$ cat src/rtl/sgate_pkg.sv
package sgate_pkg;
  typedef enum logic [1:0] {
    SG_IDLE = 2'd0,
    SG_RUN  = 2'd1,
    SG_DONE = 2'd2
  } sg_state_e;
endpackage

$ cat src/rtl/sgate_chunk_pos.sv
module sgate_chunk_pos #(
  parameter int LEN_W   = 5,
  parameter int CHUNK_W = 14
) (
  input  logic               clk,
  input  logic               rst_n,
  input  logic               load,
  input  logic [LEN_W-1:0]   load_len,
  input  logic [CHUNK_W-1:0] load_chunk,
  input  logic               load_skip_zero,
  input  logic               step,
  output logic               keep
);
  logic [LEN_W-1:0]   len_q;
  logic [CHUNK_W-1:0] chunk_q;
  logic               skip_zero_q;
  logic [CHUNK_W-1:0] pos;

  always_ff @(posedge clk) begin
    if (!rst_n) begin
      len_q       <= LEN_W'(1);
      chunk_q     <= CHUNK_W'(1);
      skip_zero_q <= 1'b1;
      pos         <= '0;
    end else if (load) begin
      len_q       <= load_len;
      chunk_q     <= load_chunk;
      skip_zero_q <= load_skip_zero;
      pos         <= '0;
    end else if (step && !skip_zero_q) begin
      if (pos == chunk_q - CHUNK_W'(1)) pos <= '0;
      else                              pos <= pos + CHUNK_W'(1);
    end
  end

  assign keep = skip_zero_q || (pos < CHUNK_W'(len_q));

  // position stays inside the chunk
  p_pos_bound_r3: assert property (@(posedge clk) disable iff (!rst_n)
    !skip_zero_q |-> pos < chunk_q);
  // with no skipping the position never moves
  p_pos_idle_r5: assert property (@(posedge clk) disable iff (!rst_n)
    (skip_zero_q && !load) |=> pos == $past(pos));
endmodule

$ cat src/rtl/sgate_budget.sv
module sgate_budget #(
  parameter int BUD_W = 30
) (
  input  logic             clk,
  input  logic             rst_n,
  input  logic             load,
  input  logic [BUD_W-1:0] load_count,
  input  logic             load_unlimited,
  input  logic             step,
  output logic             last,
  output logic             unlimited
);
  logic [BUD_W-1:0] cnt;
  logic             unl_q;

  always_ff @(posedge clk) begin
    if (!rst_n) begin
      cnt   <= '0;
      unl_q <= 1'b0;
    end else if (load) begin
      cnt   <= load_unlimited ? '0 : load_count;
      unl_q <= load_unlimited;
    end else if (step && !unl_q) begin
      cnt <= cnt - BUD_W'(1);
    end
  end

  assign last      = !unl_q && (cnt == BUD_W'(1));
  assign unlimited = unl_q;

  // a finite budget is never consumed past zero
  p_no_underflow_r6: assert property (@(posedge clk) disable iff (!rst_n)
    (step && !unl_q && !load) |-> cnt != '0);
endmodule

$ cat src/rtl/sgate_out_stage.sv
module sgate_out_stage #(
  parameter int DATA_W = 16
) (
  input  logic              clk,
  input  logic              rst_n,
  input  logic              push,
  input  logic [DATA_W-1:0] push_data,
  output logic              space,
  output logic              out_valid,
  input  logic              out_ready,
  output logic [DATA_W-1:0] out_data
);
  always_ff @(posedge clk) begin
    if (!rst_n) begin
      out_valid <= 1'b0;
      out_data  <= '0;
    end else if (push) begin
      out_valid <= 1'b1;
      out_data  <= push_data;
    end else if (out_ready) begin
      out_valid <= 1'b0;
    end
  end

  assign space = !out_valid || out_ready;

  // a stalled output holds valid and data
  p_hold_r9: assert property (@(posedge clk) disable iff (!rst_n)
    (out_valid && !out_ready) |=> (out_valid && $stable(out_data)));
endmodule

$ cat src/rtl/scan_decim_gate.sv
module scan_decim_gate #(
  parameter int DATA_W = 16,
  parameter int LEN_W  = 5,
  parameter int SKIP_W = 8,
  parameter int SCAN_W = 16
) (
  input  logic              clk,
  input  logic              rst_n,
  input  logic              start,
  input  logic [LEN_W-1:0]  cfg_scan_len,
  input  logic [SKIP_W-1:0] cfg_skip,
  input  logic [SCAN_W-1:0] cfg_scans,
  input  logic              cfg_unlimited,
  input  logic              in_valid,
  output logic              in_ready,
  input  logic [DATA_W-1:0] in_data,
  output logic              out_valid,
  input  logic              out_ready,
  output logic [DATA_W-1:0] out_data,
  output logic              done
);
  import sgate_pkg::*;

  localparam int CHUNK_W = LEN_W + SKIP_W + 1;
  localparam int BUD_W   = SCAN_W + CHUNK_W;

  sg_state_e          state;
  logic [LEN_W-1:0]   len_eff;
  logic [CHUNK_W-1:0] chunk_len;
  logic [BUD_W-1:0]   budget_init;
  logic               keep, space, last, unl_q, fire;

  assign len_eff     = (cfg_scan_len == '0) ? LEN_W'(1) : cfg_scan_len;
  assign chunk_len   = CHUNK_W'(len_eff) * (CHUNK_W'(cfg_skip) + CHUNK_W'(1));
  assign budget_init = BUD_W'(cfg_scans) * BUD_W'(chunk_len);

  assign in_ready = (state == SG_RUN) && !start && (!keep || space);
  assign fire     = in_valid && in_ready;
  assign done     = (state == SG_DONE);

  always_ff @(posedge clk) begin
    if (!rst_n) begin
      state <= SG_IDLE;
    end else if (start) begin
      state <= (!cfg_unlimited && budget_init == '0) ? SG_DONE : SG_RUN;
    end else if (fire && last) begin
      state <= SG_DONE;
    end
  end

  sgate_chunk_pos #(.LEN_W(LEN_W), .CHUNK_W(CHUNK_W)) u_pos (
    .clk(clk), .rst_n(rst_n), .load(start), .load_len(len_eff),
    .load_chunk(chunk_len), .load_skip_zero(cfg_skip == '0),
    .step(fire), .keep(keep)
  );

  sgate_budget #(.BUD_W(BUD_W)) u_budget (
    .clk(clk), .rst_n(rst_n), .load(start), .load_count(budget_init),
    .load_unlimited(cfg_unlimited), .step(fire), .last(last),
    .unlimited(unl_q)
  );

  sgate_out_stage #(.DATA_W(DATA_W)) u_out (
    .clk(clk), .rst_n(rst_n), .push(fire && keep), .push_data(in_data),
    .space(space), .out_valid(out_valid), .out_ready(out_ready),
    .out_data(out_data)
  );

  // no input taken once the budget is spent
  p_no_accept_done_r7: assert property (@(posedge clk) disable iff (!rst_n)
    done |-> !in_ready);
  // done stays until a new start
  p_done_sticky_r7: assert property (@(posedge clk) disable iff (!rst_n)
    (done && !start) |=> done);
  // unlimited runs never finish
  p_unl_no_done_r8: assert property (@(posedge clk) disable iff (!rst_n)
    (unl_q && !start) |=> !done);
  // a start with a nonzero budget rearms the gate
  p_start_rearm_r2: assert property (@(posedge clk) disable iff (!rst_n)
    (start && (cfg_unlimited || budget_init != '0)) |=> !done);
endmodule

$ cat config.mk
export PLATFORM = sky130hd
export DESIGN_NAME = scan_decim_gate
export DESIGN_NICKNAME = d
export VERILOG_FILES = /design/src/rtl/sgate_pkg.sv /design/src/rtl/sgate_chunk_pos.sv /design/src/rtl/sgate_budget.sv /design/src/rtl/sgate_out_stage.sv /design/src/rtl/scan_decim_gate.sv
export SDC_FILE = /design/constraint.sdc
export NUM_CORES = 1
export LEC_CHECK = 0
export BUFFER_PORTS_ARGS = -buffer_cell sky130_fd_sc_hd__buf_2
export CAP_MARGIN = 20
export CORE_MARGIN = 5
export CORE_UTILIZATION = 40
export DETAILED_ROUTE_END_ITERATION = 6
export PLACE_DENSITY_LB_ADDON = 0.08
export SLEW_MARGIN = 20
export SYNTH_ARGS = -nofsm -noshare
export SYNTH_HDL_FRONTEND = slang
export SYNTH_SLANG_ARGS = --single-unit
$ cat constraint.sdc
create_clock -name clk -period 15.3 [get_ports clk]
set_clock_uncertainty 0.15 [all_clocks]
set_input_delay 0.765 -clock clk [delete_from_list [all_inputs] [get_ports clk]]
set_output_delay 0.765 -clock clk [all_outputs]
set_load 0.005 [all_outputs]
======== Yosys cells after proc, flatten, opt, wreduce, memory -nomap -nowiden ========
Index checks and enable logic that the tools add are counted.
word-level totals
  flip-flop bits (word level) ............. 84
  input port bits ......................... 51
  output and inout port bits .............. 19
  word-level logic and storage cells ...... 56
operators by class
  add/sub/neg operators ................... 4
  $mul .................................... 2
  order comparisons ....................... 1
  eq/ne operators ......................... 4
  mux-type cells .......................... 10
  bitwise logic cells ..................... 1
  reduce and logical (&&, ||, !) cells .... 25
operators with widths
  kind                     count
  $mux W30                 3
  $eq A30 B1 Y1 const B    1
  $logic_not A30 Y1        1
  $mul A16 B14 Y30         1
  $sub A30 B1 Y30 const B  1
  $add A14 B1 Y14 const B  1
  $eq A14 B14 Y1           1
  $lt A14 B5 Y1            1
  $mul A5 B9 Y14           1
  $mux W14                 1
  $sub A14 B1 Y14 const B  1
  $add A8 B1 Y9 const B    1
  $logic_and A1 B1 Y1      9
  $logic_not A8 Y1         1
  $logic_not A1 Y1         6
  $mux W2                  3
  $reduce_bool A2 Y1       3
  $logic_not A5 Y1         1
  $mux W5                  1
  $logic_or A1 B1 Y1       3
  $eq A2 B1 Y1 const B     1
  $eq A2 B2 Y1 const B     1
  $mux W1                  2
  $reduce_or A2 Y1         1
  $not A1 Y1               1

======== Longest topological paths before layout ========
  depth in word-level cells ............... 9
  gate-level depth with buffers ........... 42

======== By module ========
Synthesis repeated with hierarchy kept, for this count alone.
unflattened totals
  cells, all modules ...................... 1,652
  area total of the unflattened synthesis .. 13,965.9 um2
modules (own cells, without submodules)
  module           instances  cells each  area each (um2)
  scan_decim_gate  1          1,128       9,362.7
  sgate_chunk_pos  1          217         2,023.2
  sgate_budget     1          252         1,926.8
  sgate_out_stage  1          55          653.1

======== Least setup slack after synthesis ========
No wires, ideal clock.
  path type ............................... input to register
  from .................................... input cfg_skip[0]
  to ...................................... register state[1]
  setup time .............................. 60 ps
  data arrival time ....................... 10,301 ps
  required time ........................... 15,090 ps
  setup slack ............................. 4,789 ps
  stages .................................. 40
  cell sequence ........................... ha_1 -> xor2_1 -> nand2_1 -> fa_1 -> fa_1 -> fa_1 -> inv_1 -> ha_1 -> nor2b_1 -> o21ai_0 -> a21boi_0 -> o21ai_0 -> nand2b_1 -> a21o_1 -> a21o_1 -> or4_1 -> nand4_1 -> buf_2 -> [... 4 more ...] -> fa_1 -> fa_1 -> fa_1 -> inv_1 -> fa_1 -> inv_1 -> ha_1 -> buf_2 -> nand2_1 -> a41o_1 -> nor2_1 -> a31oi_4 -> a21oi_2 -> mux2_2 -> o311ai_4 -> nand4_1 -> o31ai_2 -> and3_1
on the way
  cells in the longest elaborated chain, start to end .. 7
RTL lines
  what                    line                   RTL
  start: declaration      scan_decim_gate.sv:11  input logic [SKIP_W-1:0] cfg_skip,
  $add A8 B1 Y9           scan_decim_gate.sv:34  assign chunk_len = CHUNK_W'(len_eff) * (CHUNK_W'(cfg_skip) + CHUNK_W'(1));
  $mul A5 B9 Y14          scan_decim_gate.sv:34
  $mul A16 B14 Y30        scan_decim_gate.sv:35  assign budget_init = BUD_W'(cfg_scans) * BUD_W'(chunk_len);
  $logic_not A30 Y1       scan_decim_gate.sv:45  state <= (!cfg_unlimited && budget_init == '0) ? SG_DONE : SG_RUN;
  $logic_and A1 B1 Y1     scan_decim_gate.sv:45
  $mux W2                 scan_decim_gate.sv:45
  $mux W2                 scan_decim_gate.sv:44  end else if (start) begin
  end signal: assignment  scan_decim_gate.sv:45
  end: declaration        scan_decim_gate.sv:27  sg_state_e state;
No other way between the ends.
A chain may end at the register's enable or synchronous reset.

======== Final worst setup path ========
Ends and elaborated chain as after synthesis.

==> flow_summary.json <==
{
  "status": "complete, no violations",
  "setup_tns_ps": 0,
  "wl_um": 36290,
  "slew_violations": 0,
  "clkTransAtPathRegs_ps": 60,
  "dp_hpwl_um": 27940,
  "cts_sinks": 84,
  "io-pin-count": 70,
  "dpl_worst_slack_ps": 3426,
  "start_kind": "input port",
  "crit_type": "input port to flop",
  "hold_buffers": 0,
  "synth-edff-count": 0,
  "max_stage_delay_ps": 820,
  "vias": 10968,
  "hold_class": "flop to flop",
  "cp.arrival_ps": 11700,
  "dieArea_um2": 38160,
  "layout_setup_ws_ps": 3729,
  "synth.area.mux_share_pct": 2.413,
  "synth.avg_cell_area_um2": 8.383,
  "worstPathMaxFanout": 17,
  "synth-seq-cells": 84,
  "syn_inst": 1639,
  "post_cts_resized": 0,
  "max_freq_mhz": 86.42,
  "start_util_pct": 40.77,
  "synthFlopType": "dfxtp_1",
  "htreeDepth": 3,
  "cap_viol_max_count": 0,
  "drt_iter0_markers": 729,
  "finalNetCount": 2029,
  "critPathRequiredTime_ps": 15430,
  "grt-ovfl-total": 0,
  "grt_antenna_before_repair": 2,
  "synthXorXnorAreaFrac_pct": 4.717,
  "area_delta_synth_final_pct": 7.722,
  "rows": 67,
  "io_buffers": 69,
  "cts-root-buf": "clkbuf_16",
  "hold_slack_ps": 346.7,
  "clockBufferDepth": 2,
  "die_h_um": 195.3,
  "ant_nets": 0,
  "timing.final.crit_share_pct": 75.63,
  "synth_top_family_by_area": "adder cells",
  "grt_max_degree": 56,
  "cts_tree": "done",
  "cts_setup_buffers": 0,
  "groute.usage.overall_pct": 19.30,
  "async_flop_share_pct": 0,
  "crit_path_frequent_cell": "fa_1",
  "relSlewSlack_pct": 27.89,
  "setup_viol": 0,
  "critPathSlowestCell": "nand4_1",
  "drive_above_1_share_pct": 7.481,
  "yosysWarnings": 0,
  "final-hold-violation-count": 0,
  "synth-compound-area-share_pct": 11.10,
  "gp_congestion": 0.8690,
  "grt_pass1_vias": 11118,
  "vias_per_cell": 5.176,
  "first_pass_iters": 5,
  "grt_pass1_wl_um": 60490,
  "yosys.area_share.simple_pct": 22.34,
  "post_synth_num_cell_types": 83,
  "synth_fa_ha_area_share_pct": 38.58,
  "route.detailed.drc": 0,
  "rsz0062_at_grt": "no",
  "wl_per_cell_um": 17.12,
  "yosysSeqAreaShare_pct": 12.24,
  "diodes": 0,
  "core_um2": 33700,
  "cts_buffers": 9,
  "worstSkewPairLatency_ps": 350,
  "synth_area_um2": 13740,
  "period_needed_ps": 11570,
  "die_w_um": 195.3,
  "end_kind": "flop",
  "tightest_slew_ps": 1078,
  "syn-num-nets": 2002
}
-- stage by stage --
step,instances,cell area [um^2],util (%)
floorplan,1639,13740,-
global placement,2103,14480,42.95
detailed placement,2103,14480,42.95
CTS,2119,14800,43.92
global route,2119,14800,43.92
finish,2119,14800,43.92
-- worst paths after layout --
path | start | endpoint | slack, ps | cells after the start
worst min register to register | u_out.out_data[6] | u_out.out_data[6] | 350 | 2
worst max register to register | u_pos.pos[1] | u_budget.cnt[8] | 12090 | 11
worst max-delay path | cfg_skip[0] | state[1] | 3730 | 38
worst min-delay path | u_out.out_data[6] | u_out.out_data[6] | 350 | 2
-- critical path: cells and delay by family --
family,cells,cell delay [ps]
adders and majority gates,12,5340
and+or+nand+nor,10,2560
AOI/OAI and AO/OA,10,2060
muxes,1,400
buffers and inverters,4,280
xor gates and xnor gates,1,270
-- Yosys cell counts (all sizes together) (5+ instances only) --
master | n | share of area (%)
a211oi | 10 | 0.71
a21o | 12 | 0.66
a21oi | 62 | 2.3
a22oi | 5 | 0.27
a31oi | 15 | 0.79
and2 | 116 | 5.3
and3 | 12 | 0.55
buf | 12 | 0.50
clkbuf | 55 | 1.5
dfxtp | 84 | 12
fa | 186 | 27
ha | 126 | 11
inv | 241 | 6.6
mux2i | 32 | 2.3
nand2 | 202 | 5.5
nand2b | 26 | 1.2
nand3 | 32 | 1.2
nand3b | 5 | 0.27
nand4 | 16 | 0.73
nor2 | 104 | 2.8
nor2b | 37 | 1.7
nor3 | 21 | 0.85
nor3b | 6 | 0.33
nor4 | 10 | 0.50
o211a | 5 | 0.36
o211ai | 6 | 0.36
o21ai | 51 | 1.9
o21bai | 5 | 0.27
o22ai | 5 | 0.23
or3 | 8 | 0.40
xnor2 | 41 | 2.6
xor2 | 33 | 2.1
-- cells by family after synthesis --
kind of cell / Yosys count
compound gates: 216
xor+xnor: 74
fa+ha+maj: 312
buf+inv: 309
flops: 84
mux: 33
simple gates: 611
-- sequential cells by signal, summed over array words and instances, names as in the netlist --
name / flops
u_pos.len_q: 5
u_budget.cnt: 30
state: 2
u_out.out_data: 16
u_pos.pos: 14
u_out.out_valid: 1
u_pos.skip_zero_q: 1
u_pos.chunk_q: 14
u_budget.unlimited: 1
-- cell usage in the layout, fill, tap and decap left out, drive strengths merged, types with 4 or more instances in the layout --
cell type,n
a211oi,10
a21o,12
a21oi,62
a221oi,4
a22oi,5
a31oi,15
a41oi,4
and2,116
and3,12
buf,83
clkbuf,10
dfxtp,84
fa,186
ha,126
inv,243
mux2i,32
nand2,202
nand2b,26
nand3,32
nand3b,5
nand4,16
nor2,104
nor2b,37
nor3,21
nor3b,6
nor4,10
o211a,5
o211ai,6
o21ai,51
o21bai,5
o22ai,5
or2,4
or3,8
or4,4
xnor2,41
xor2,33
-- final cells by class --
class / instances / area [um^2]
timing repair buffer: 83 / 450.4
multi-input combinational: 1246 / 10870
clock inverter: 6 / 96.34
tap: 448 / 560.5
fill: 3454 / 18900
clock buffer: 10 / 229.0
inverter: 242 / 908.4
sequential: 84 / 1682
-- routing by layer --
layer	track usage [%]	vias to the layer above	routed length (um)
li1	-	5334	-
met1	29.98	5398	18780
met2	29.83	209	15890
met3	1.930	27	1305
met4	2.612	0	310
met5	0	-	0
Power is left out: the tool's default activity adds up to more than one toggle a clock period on the data nets, which glitch-free logic cannot reach.
